===== config.mk =====
export PLATFORM = sky130hd
export DESIGN_NAME = nuca_bankset
export DESIGN_NICKNAME = d
export VERILOG_FILES = /design/src/rtl/nuca_pkg.sv /design/src/rtl/nuca_bank.sv /design/src/rtl/nuca_delay.sv /design/src/rtl/nuca_bankset.sv
export SDC_FILE = /design/constraint.sdc
export NUM_CORES = 1
export LEC_CHECK = 0
export ABC_CLOCK_PERIOD_IN_PS = 6260
export BUFFER_PORTS_ARGS = -buffer_cell sky130_fd_sc_hd__buf_2
export CAP_MARGIN = 20
export CORE_UTILIZATION = 45
export DETAILED_ROUTE_END_ITERATION = 8
export PLACE_DENSITY = 0.67
export SETUP_SLACK_MARGIN = 0.5
export SLEW_MARGIN = 10
export SYNTH_ARGS = -nofsm -noshare
export SYNTH_HDL_FRONTEND = slang
export SYNTH_SLANG_ARGS = --single-unit

===== constraint.sdc =====
create_clock -name clk -period 6.26 [get_ports clk]
set_clock_uncertainty 0.15 [all_clocks]
set_input_delay 0.626 -clock clk [delete_from_list [all_inputs] [get_ports clk]]
set_output_delay 0.626 -clock clk [all_outputs]
set_load 0.02 [all_outputs]

===== src/rtl/nuca_pkg.sv =====
package nuca_pkg;
  typedef enum logic [2:0] {
    ST_IDLE,
    ST_WAIT,
    ST_EVICT,
    ST_FILL,
    ST_RESP,
    ST_SWAP
  } nuca_state_e;
endpackage


===== src/rtl/nuca_bank.sv =====
module nuca_bank #(
  parameter int unsigned SETS   = 8,
  parameter int unsigned TAG_W  = 8,
  parameter int unsigned DATA_W = 16,
  localparam int unsigned IDX_W = $clog2(SETS)
) (
  input  logic              clk,
  input  logic              rst_n,
  input  logic [IDX_W-1:0]  cmp_set,
  input  logic [TAG_W-1:0]  cmp_tag,
  output logic              cmp_hit,
  input  logic [IDX_W-1:0]  rd_set,
  output logic              rd_valid,
  output logic              rd_dirty,
  output logic [TAG_W-1:0]  rd_tag,
  output logic [DATA_W-1:0] rd_data,
  input  logic              wr_en,
  input  logic [IDX_W-1:0]  wr_set,
  input  logic              wr_valid,
  input  logic              wr_dirty,
  input  logic [TAG_W-1:0]  wr_tag,
  input  logic [DATA_W-1:0] wr_data
);
  logic [SETS-1:0]   valid_q;
  logic [SETS-1:0]   dirty_q;
  logic [TAG_W-1:0]  tag_q  [SETS];
  logic [DATA_W-1:0] data_q [SETS];

  always_ff @(posedge clk) begin
    if (!rst_n) begin
      valid_q <= '0;
      dirty_q <= '0;
    end else if (wr_en) begin
      valid_q[wr_set] <= wr_valid;
      dirty_q[wr_set] <= wr_dirty;
    end
  end

  always_ff @(posedge clk) begin
    if (wr_en) begin
      tag_q[wr_set]  <= wr_tag;
      data_q[wr_set] <= wr_data;
    end
  end

  assign cmp_hit  = valid_q[cmp_set] && (tag_q[cmp_set] == cmp_tag);
  assign rd_valid = valid_q[rd_set];
  assign rd_dirty = dirty_q[rd_set];
  assign rd_tag   = tag_q[rd_set];
  assign rd_data  = data_q[rd_set];
endmodule


===== src/rtl/nuca_delay.sv =====
module nuca_delay #(
  parameter int unsigned LAT_W = 8
) (
  input  logic             clk,
  input  logic             rst_n,
  input  logic             load,
  input  logic [LAT_W-1:0] load_val,
  output logic             expire
);
  logic [LAT_W-1:0] cnt;

  always_ff @(posedge clk) begin
    if (!rst_n)           cnt <= '0;
    else if (load)        cnt <= load_val;
    else if (cnt != '0)   cnt <= cnt - 1'b1;
  end

  assign expire = (cnt == LAT_W'(1));

  // a bank latency of zero would never expire
  a_r3_nonzero_lat: assert property (@(posedge clk) disable iff (!rst_n)
    load |-> (load_val != '0));
  // the controller never restarts a running countdown
  a_r3_no_reload: assert property (@(posedge clk) disable iff (!rst_n)
    load |-> (cnt == '0));
endmodule


===== src/rtl/nuca_bankset.sv =====
module nuca_bankset
  import nuca_pkg::*;
#(
  parameter int unsigned SETS   = 8,
  parameter int unsigned NB     = 4,
  parameter int unsigned TAG_W  = 8,
  parameter int unsigned DATA_W = 16,
  parameter int unsigned LAT_W  = 8,
  parameter logic [NB*LAT_W-1:0] BANK_LAT = {8'd47, 8'd20, 8'd10, 8'd4}
) (
  input  logic                               clk,
  input  logic                               rst_n,
  input  logic                               req_valid,
  output logic                               req_ready,
  input  logic                               req_write,
  input  logic [TAG_W+$clog2(SETS)-1:0]      req_addr,
  input  logic [DATA_W-1:0]                  req_wdata,
  output logic                               rsp_valid,
  output logic                               rsp_hit,
  output logic [$clog2(NB)-1:0]              rsp_bank,
  output logic [DATA_W-1:0]                  rsp_data,
  output logic                               fill_req_valid,
  output logic [TAG_W+$clog2(SETS)-1:0]      fill_req_addr,
  input  logic                               fill_valid,
  input  logic [DATA_W-1:0]                  fill_data,
  output logic                               wb_valid,
  output logic [TAG_W+$clog2(SETS)-1:0]      wb_addr,
  output logic [DATA_W-1:0]                  wb_data
);
  localparam int unsigned IDX_W  = $clog2(SETS);
  localparam int unsigned ADDR_W = TAG_W + IDX_W;
  localparam int unsigned BANK_W = $clog2(NB);
  localparam int unsigned LAST   = NB - 1;

  function automatic logic [LAT_W-1:0] lat_of(input logic [BANK_W-1:0] b);
    return BANK_LAT[int'(b)*LAT_W +: LAT_W];
  endfunction

  function automatic logic [BANK_W-1:0] idx_of(input logic [NB-1:0] v);
    logic [BANK_W-1:0] r;
    r = '0;
    for (int i = 0; i < NB; i++)
      if (v[i]) r = BANK_W'(i);
    return r;
  endfunction

  nuca_state_e st;
  logic [IDX_W-1:0]  cur_set;
  logic [TAG_W-1:0]  cur_tag;
  logic              cur_write;
  logic [DATA_W-1:0] cur_wdata;
  logic              cur_hit;
  logic [BANK_W-1:0] cur_bank;
  logic [LAT_W-1:0]  elapsed;

  logic [NB-1:0]             look_hit;
  logic [NB-1:0]             rd_valid;
  logic [NB-1:0]             rd_dirty;
  logic [NB-1:0][TAG_W-1:0]  rd_tag;
  logic [NB-1:0][DATA_W-1:0] rd_data;

  logic [IDX_W-1:0]  req_set;
  logic [TAG_W-1:0]  req_tag;
  logic              accept;
  logic              look_any;
  logic [BANK_W-1:0] look_bank;
  logic [LAT_W-1:0]  look_lat;
  logic              expire;

  // named internal events
  logic wr_hit;
  logic wr_fill;
  logic swap_en;

  assign req_set   = req_addr[IDX_W-1:0];
  assign req_tag   = req_addr[ADDR_W-1:IDX_W];
  assign accept    = req_valid && (st == ST_IDLE);
  assign look_any  = |look_hit;
  assign look_bank = idx_of(look_hit);
  assign look_lat  = look_any ? lat_of(look_bank) : lat_of(BANK_W'(LAST));

  assign wr_hit  = (st == ST_RESP) && cur_hit && cur_write;
  assign wr_fill = (st == ST_FILL) && fill_valid;
  assign swap_en = (st == ST_SWAP);

  nuca_delay #(.LAT_W(LAT_W)) u_delay (
    .clk      (clk),
    .rst_n    (rst_n),
    .load     (accept),
    .load_val (look_lat),
    .expire   (expire)
  );

  for (genvar b = 0; b < NB; b++) begin : g_bank
    localparam bit HAS_DN = (b > 0);
    localparam bit HAS_UP = (b < LAST);
    localparam int unsigned DN = HAS_DN ? b - 1 : 0;
    localparam int unsigned UP = HAS_UP ? b + 1 : LAST;

    logic              we;
    logic              wv;
    logic              wd;
    logic [TAG_W-1:0]  wt;
    logic [DATA_W-1:0] wdat;

    always_comb begin
      we   = 1'b0;
      wv   = 1'b0;
      wd   = 1'b0;
      wt   = cur_tag;
      wdat = cur_wdata;
      if (wr_hit && (cur_bank == BANK_W'(b))) begin
        we = 1'b1; wv = 1'b1; wd = 1'b1;
      end
      if ((b == LAST) && wr_fill) begin
        we = 1'b1; wv = 1'b1; wd = cur_write;
        wdat = cur_write ? cur_wdata : fill_data;
      end
      // swap: the promoted line arrives from the bank behind
      if (HAS_UP && swap_en && (cur_bank == BANK_W'(UP))) begin
        we = 1'b1; wv = rd_valid[UP]; wd = rd_dirty[UP];
        wt = rd_tag[UP]; wdat = rd_data[UP];
      end
      // swap: the demoted line arrives from the bank in front
      if (HAS_DN && swap_en && (cur_bank == BANK_W'(b))) begin
        we = 1'b1; wv = rd_valid[DN]; wd = rd_dirty[DN];
        wt = rd_tag[DN]; wdat = rd_data[DN];
      end
    end

    nuca_bank #(.SETS(SETS), .TAG_W(TAG_W), .DATA_W(DATA_W)) u_bank (
      .clk      (clk),
      .rst_n    (rst_n),
      .cmp_set  (req_set),
      .cmp_tag  (req_tag),
      .cmp_hit  (look_hit[b]),
      .rd_set   (cur_set),
      .rd_valid (rd_valid[b]),
      .rd_dirty (rd_dirty[b]),
      .rd_tag   (rd_tag[b]),
      .rd_data  (rd_data[b]),
      .wr_en    (we),
      .wr_set   (cur_set),
      .wr_valid (wv),
      .wr_dirty (wd),
      .wr_tag   (wt),
      .wr_data  (wdat)
    );
  end

  always_ff @(posedge clk) begin
    if (!rst_n) begin
      st        <= ST_IDLE;
      cur_set   <= '0;
      cur_tag   <= '0;
      cur_write <= 1'b0;
      cur_wdata <= '0;
      cur_hit   <= 1'b0;
      cur_bank  <= '0;
    end else begin
      unique case (st)
        ST_IDLE: if (accept) begin
          st        <= ST_WAIT;
          cur_set   <= req_set;
          cur_tag   <= req_tag;
          cur_write <= req_write;
          cur_wdata <= req_wdata;
          cur_hit   <= look_any;
          cur_bank  <= look_bank;
        end
        ST_WAIT:  if (expire) st <= cur_hit ? ST_RESP : ST_EVICT;
        ST_EVICT: st <= ST_FILL;
        ST_FILL:  if (fill_valid) st <= ST_RESP;
        ST_RESP:  st <= (cur_hit && (cur_bank != '0)) ? ST_SWAP : ST_IDLE;
        ST_SWAP:  st <= ST_IDLE;
        default:  st <= ST_IDLE;
      endcase
    end
  end

  always_ff @(posedge clk) begin
    if (!rst_n)                elapsed <= '0;
    else if (accept)           elapsed <= '0;
    else if (elapsed != '1)    elapsed <= elapsed + 1'b1;
  end

  assign req_ready      = (st == ST_IDLE);
  assign rsp_valid      = (st == ST_RESP);
  assign rsp_hit        = cur_hit;
  assign rsp_bank       = cur_hit ? cur_bank : BANK_W'(LAST);
  assign rsp_data       = cur_write ? cur_wdata : rd_data[rsp_bank];
  assign fill_req_valid = (st == ST_EVICT);
  assign fill_req_addr  = {cur_tag, cur_set};
  assign wb_valid       = (st == ST_EVICT) && rd_valid[LAST] && rd_dirty[LAST];
  assign wb_addr        = {rd_tag[LAST], cur_set};
  assign wb_data        = rd_data[LAST];

  // the parallel tag compare never finds two copies
  a_r2_single_copy: assert property (@(posedge clk) disable iff (!rst_n)
    $onehot0(look_hit));
  // hit answered after exactly the matching bank's latency
  a_r3_hit_latency: assert property (@(posedge clk) disable iff (!rst_n)
    (rsp_valid && rsp_hit) |-> (elapsed == lat_of(rsp_bank)));
  // a hit outside the nearest bank is followed by a swap
  a_r4_swap_follows: assert property (@(posedge clk) disable iff (!rst_n)
    (rsp_valid && rsp_hit && (rsp_bank != '0)) |=> swap_en);
  // after the swap the nearer bank holds the promoted line
  a_r4_line_moved: assert property (@(posedge clk) disable iff (!rst_n)
    swap_en |=> (rd_tag[$past(cur_bank) - 1'b1] == $past(rd_tag[cur_bank])));
  // refill lands in the furthest bank
  a_r6_fill_far: assert property (@(posedge clk) disable iff (!rst_n)
    wr_fill |=> (rd_valid[LAST] && (rd_tag[LAST] == $past(cur_tag))));
  // port closed after acceptance
  a_r9_stall: assert property (@(posedge clk) disable iff (!rst_n)
    accept |=> !req_ready);
endmodule


==> out/results.tsv <==
metric	value	unit
cts-hold-fix-buffers	0	
required	5.48	ns
crit_path_top_delay_cell	dfxtp_4	
arrival	3.94	ns
dieArea	86760	sq um
synth_nets	2426	
finalHoldViolCount	0	
cts_root_buf	clkbuf_16	
layout_common_cells	768 x edfxtp_1, 254 x mux4_2, 191 x nand2_1	
path_max_fanout	44	
fin_cells	3686	
antenna_found_initial	1	
post-route-min-period	4.714	ns
setup_viol	0	
crit_top_cell	a211oi_1	
die_w	294.5	um
cts_num_sinks	877	
drt-initial-drc-count	2754	
dp_hpwl	67490	um
grt_pass1_wl	158200	um
pin_count	109	
slew_headroom	18.60	%
max_clock_freq	212.2	MHz
yosysWarnings	0	
vias	23170	
netlist_instances	2376	
grt_max_degree	85	
synth_edf_count	768	
first_pass_iters	5	
max_cap_viol_count	0	
drt_wl_total	108900	um
path_class	reg2out	
layout-drive-gt1-share	26.92	%
syn_avg_cell_area	16.21	sq um
synthArstFlopShare	0	%
die_h	294.5	um
r2r_cells	5	
reg2reg_to	g_bank[0].u_bank.tag_q[5][3]$_DFFE_PP_	
synth_compound_area_share	6.079	%
hp-class	in2reg	
startpoint_type	flip-flop	
r2r_setup_slack	2.24	ns
synthMuxAreaShare	19.35	%
worst-slew-pin-transition	1.208	ns
cp_slowest_stage_delay	0.96	ns
period_share	75.30	%
diodes	0	
holdCritStartpoint	req_wdata[8]	
seq_area	25260	sq um
initial_core_util	45.73	%
multi_input_area	12520	sq um
drv_slew	0	
grt_util_all_layers	25.31	%
nNetsFinal	2526	
cts_max_level	3	
gp_congestion	0.8960	
outcome	complete, no violations	
drc	0	
wl_per_cell	29.54	um
dp_cells	3516	
syn_to_final_growth	12.78	%
hold_end	cur_wdata[8]$_SDFFE_PN0P_	
clkLatencyLatePin	0.65	ns
fillers	6807	
rows	106	
synth_top_family_by_area	multiplexers	
final_common_cell	edfxtp_1	
synth.distinct_cells	64	
peakVddDrop	0.0002298	V
cts_setup_buffers	0	
cts_max_path_buffers	3	
synthFlopType	edfxtp_1	
path_cells	buf_4 -> mux4_2 -> mux2i_1 -> a211oi_1 -> a211oi_1 -> a21oi_1 -> buf_2	
cts_inserted_buffers	88	
synth-seq-cells	877	
whs_path_depth	3	
grt_pass1_vias	23480	
synth_xor_area_share	0.7277	%
endpoint_kind	output port	
synthSimpleGateAreaFrac	5.880	%
viasPerCell	6.287	
p_per_area	321.3	nW/um^2
drtAntennaViolNets	0	
ys_seq_area_share	65.55	%
grt_overflow_total	0	
fin_tns_setup	0	ns
rsz0062_at_grt	false	
leakagePower	0.01397	uW
cts_tree	built	
synthAdderAreaFrac	0.06498	%
core_area	84220	sq um
clk_pin_slew	0.06	ns
place.port_buffers	108	
cts_resized	0	
synthesis.area	38510	sq um
kinds of logic after synthesis:
group,after synthesis
buffers and inverters,212
adders and majority gates,2
xor gates and xnor gates,32
and+or+nand+nor,477
AOI/OAI and AO/OA,355
muxes,421
DFF,877
worst max-delay path by stage:
stage / slack [ns] / to
finish: 1.55 / rsp_data[6]
global route: 1.30 / rsp_data[12]
CTS: 1.48 / rsp_data[6]
detailed placement: 2.13 / g_bank[0].u_bank.tag_q[2][5]$_DFFE_PP_
global placement: 2.18 / rsp_data[11]
floorplan: 2.63 / g_bank[1].u_bank.data_q[0][0]$_DFFE_PP_
registers in the layout, indices dropped and copies added (netlist names), 2 cells and up, named ones only:
name	cells
g_bank.u_bank.data_q	512
g_bank.u_bank.tag_q	256
g_bank.u_bank.dirty_q	32
g_bank.u_bank.valid_q	32
cur_wdata	16
cur_tag	8
u_delay.cnt	8
cur_set	3
st	3
cur_bank	2
stage by stage:
step                      area (sq um)  power [uW]  hold WS (ns)  util, %  worst slack [ns]
final                            43430       13960        0.1013    51.57             1.546
after global routing             43430       14360       0.09260    51.57             1.298
after CTS                        43410       14000       0.07386    51.54             1.478
after detailed placement         40460        8719        0.3368    48.04             2.131
after global placement           40460        8679        0.3272    48.04             2.180
after floorplan                  38510        8008        0.3109        -             2.631
synthesized netlist by cell type, types with 36 or more instances:
master,number,area share [%]
mux2i_1,119,3.1
clkbuf_1,110,1.1
a21oi_1,62,0.81
edfxtp_1,768,60
o21ai_0,121,1.6
buf_2,36,0.47
nor2_1,122,1.2
nand2_1,192,1.9
mux2_2,48,1.4
inv_1,38,0.37
mux4_2,254,15
dfxtp_1,109,5.7
critical path, delay by kind of cell (launching register included):
| family | cells | cell delay [ns] |
|---|---|---|
| compound gates | 3 | 0.58 |
| buf+inv | 2 | 0.74 |
| flops | 1 | 0.96 |
| mux | 2 | 1.00 |
layer usage:
layer,GRT usage [%],share of wire [%],vias to the layer above
met5,0,0.011,-
met4,9.426,4.1,2
met3,5.098,9.3,234
met2,40.61,48,1253
met1,34.19,39,12020
li1,-,-,9666
layout make-up:
type | count | area share, %
inverters | 38 | 0.3284
clock inverters | 34 | 0.9535
well taps | 1134 | 3.267
clock buffers | 132 | 5.825
flip-flops and latches | 877 | 58.16
repair buffers | 184 | 2.650
multi-input cells | 1287 | 28.82
power by group:
| group | internal, uW | switching (uW) |
|---|---|---|
| registers | 6520 | 186 |
| clock network | 3110 | 2220 |
| logic | 705 | 1210 |
| total | 10300 | 3620 |
No activity file was read; power rests on OpenSTA's default activity.
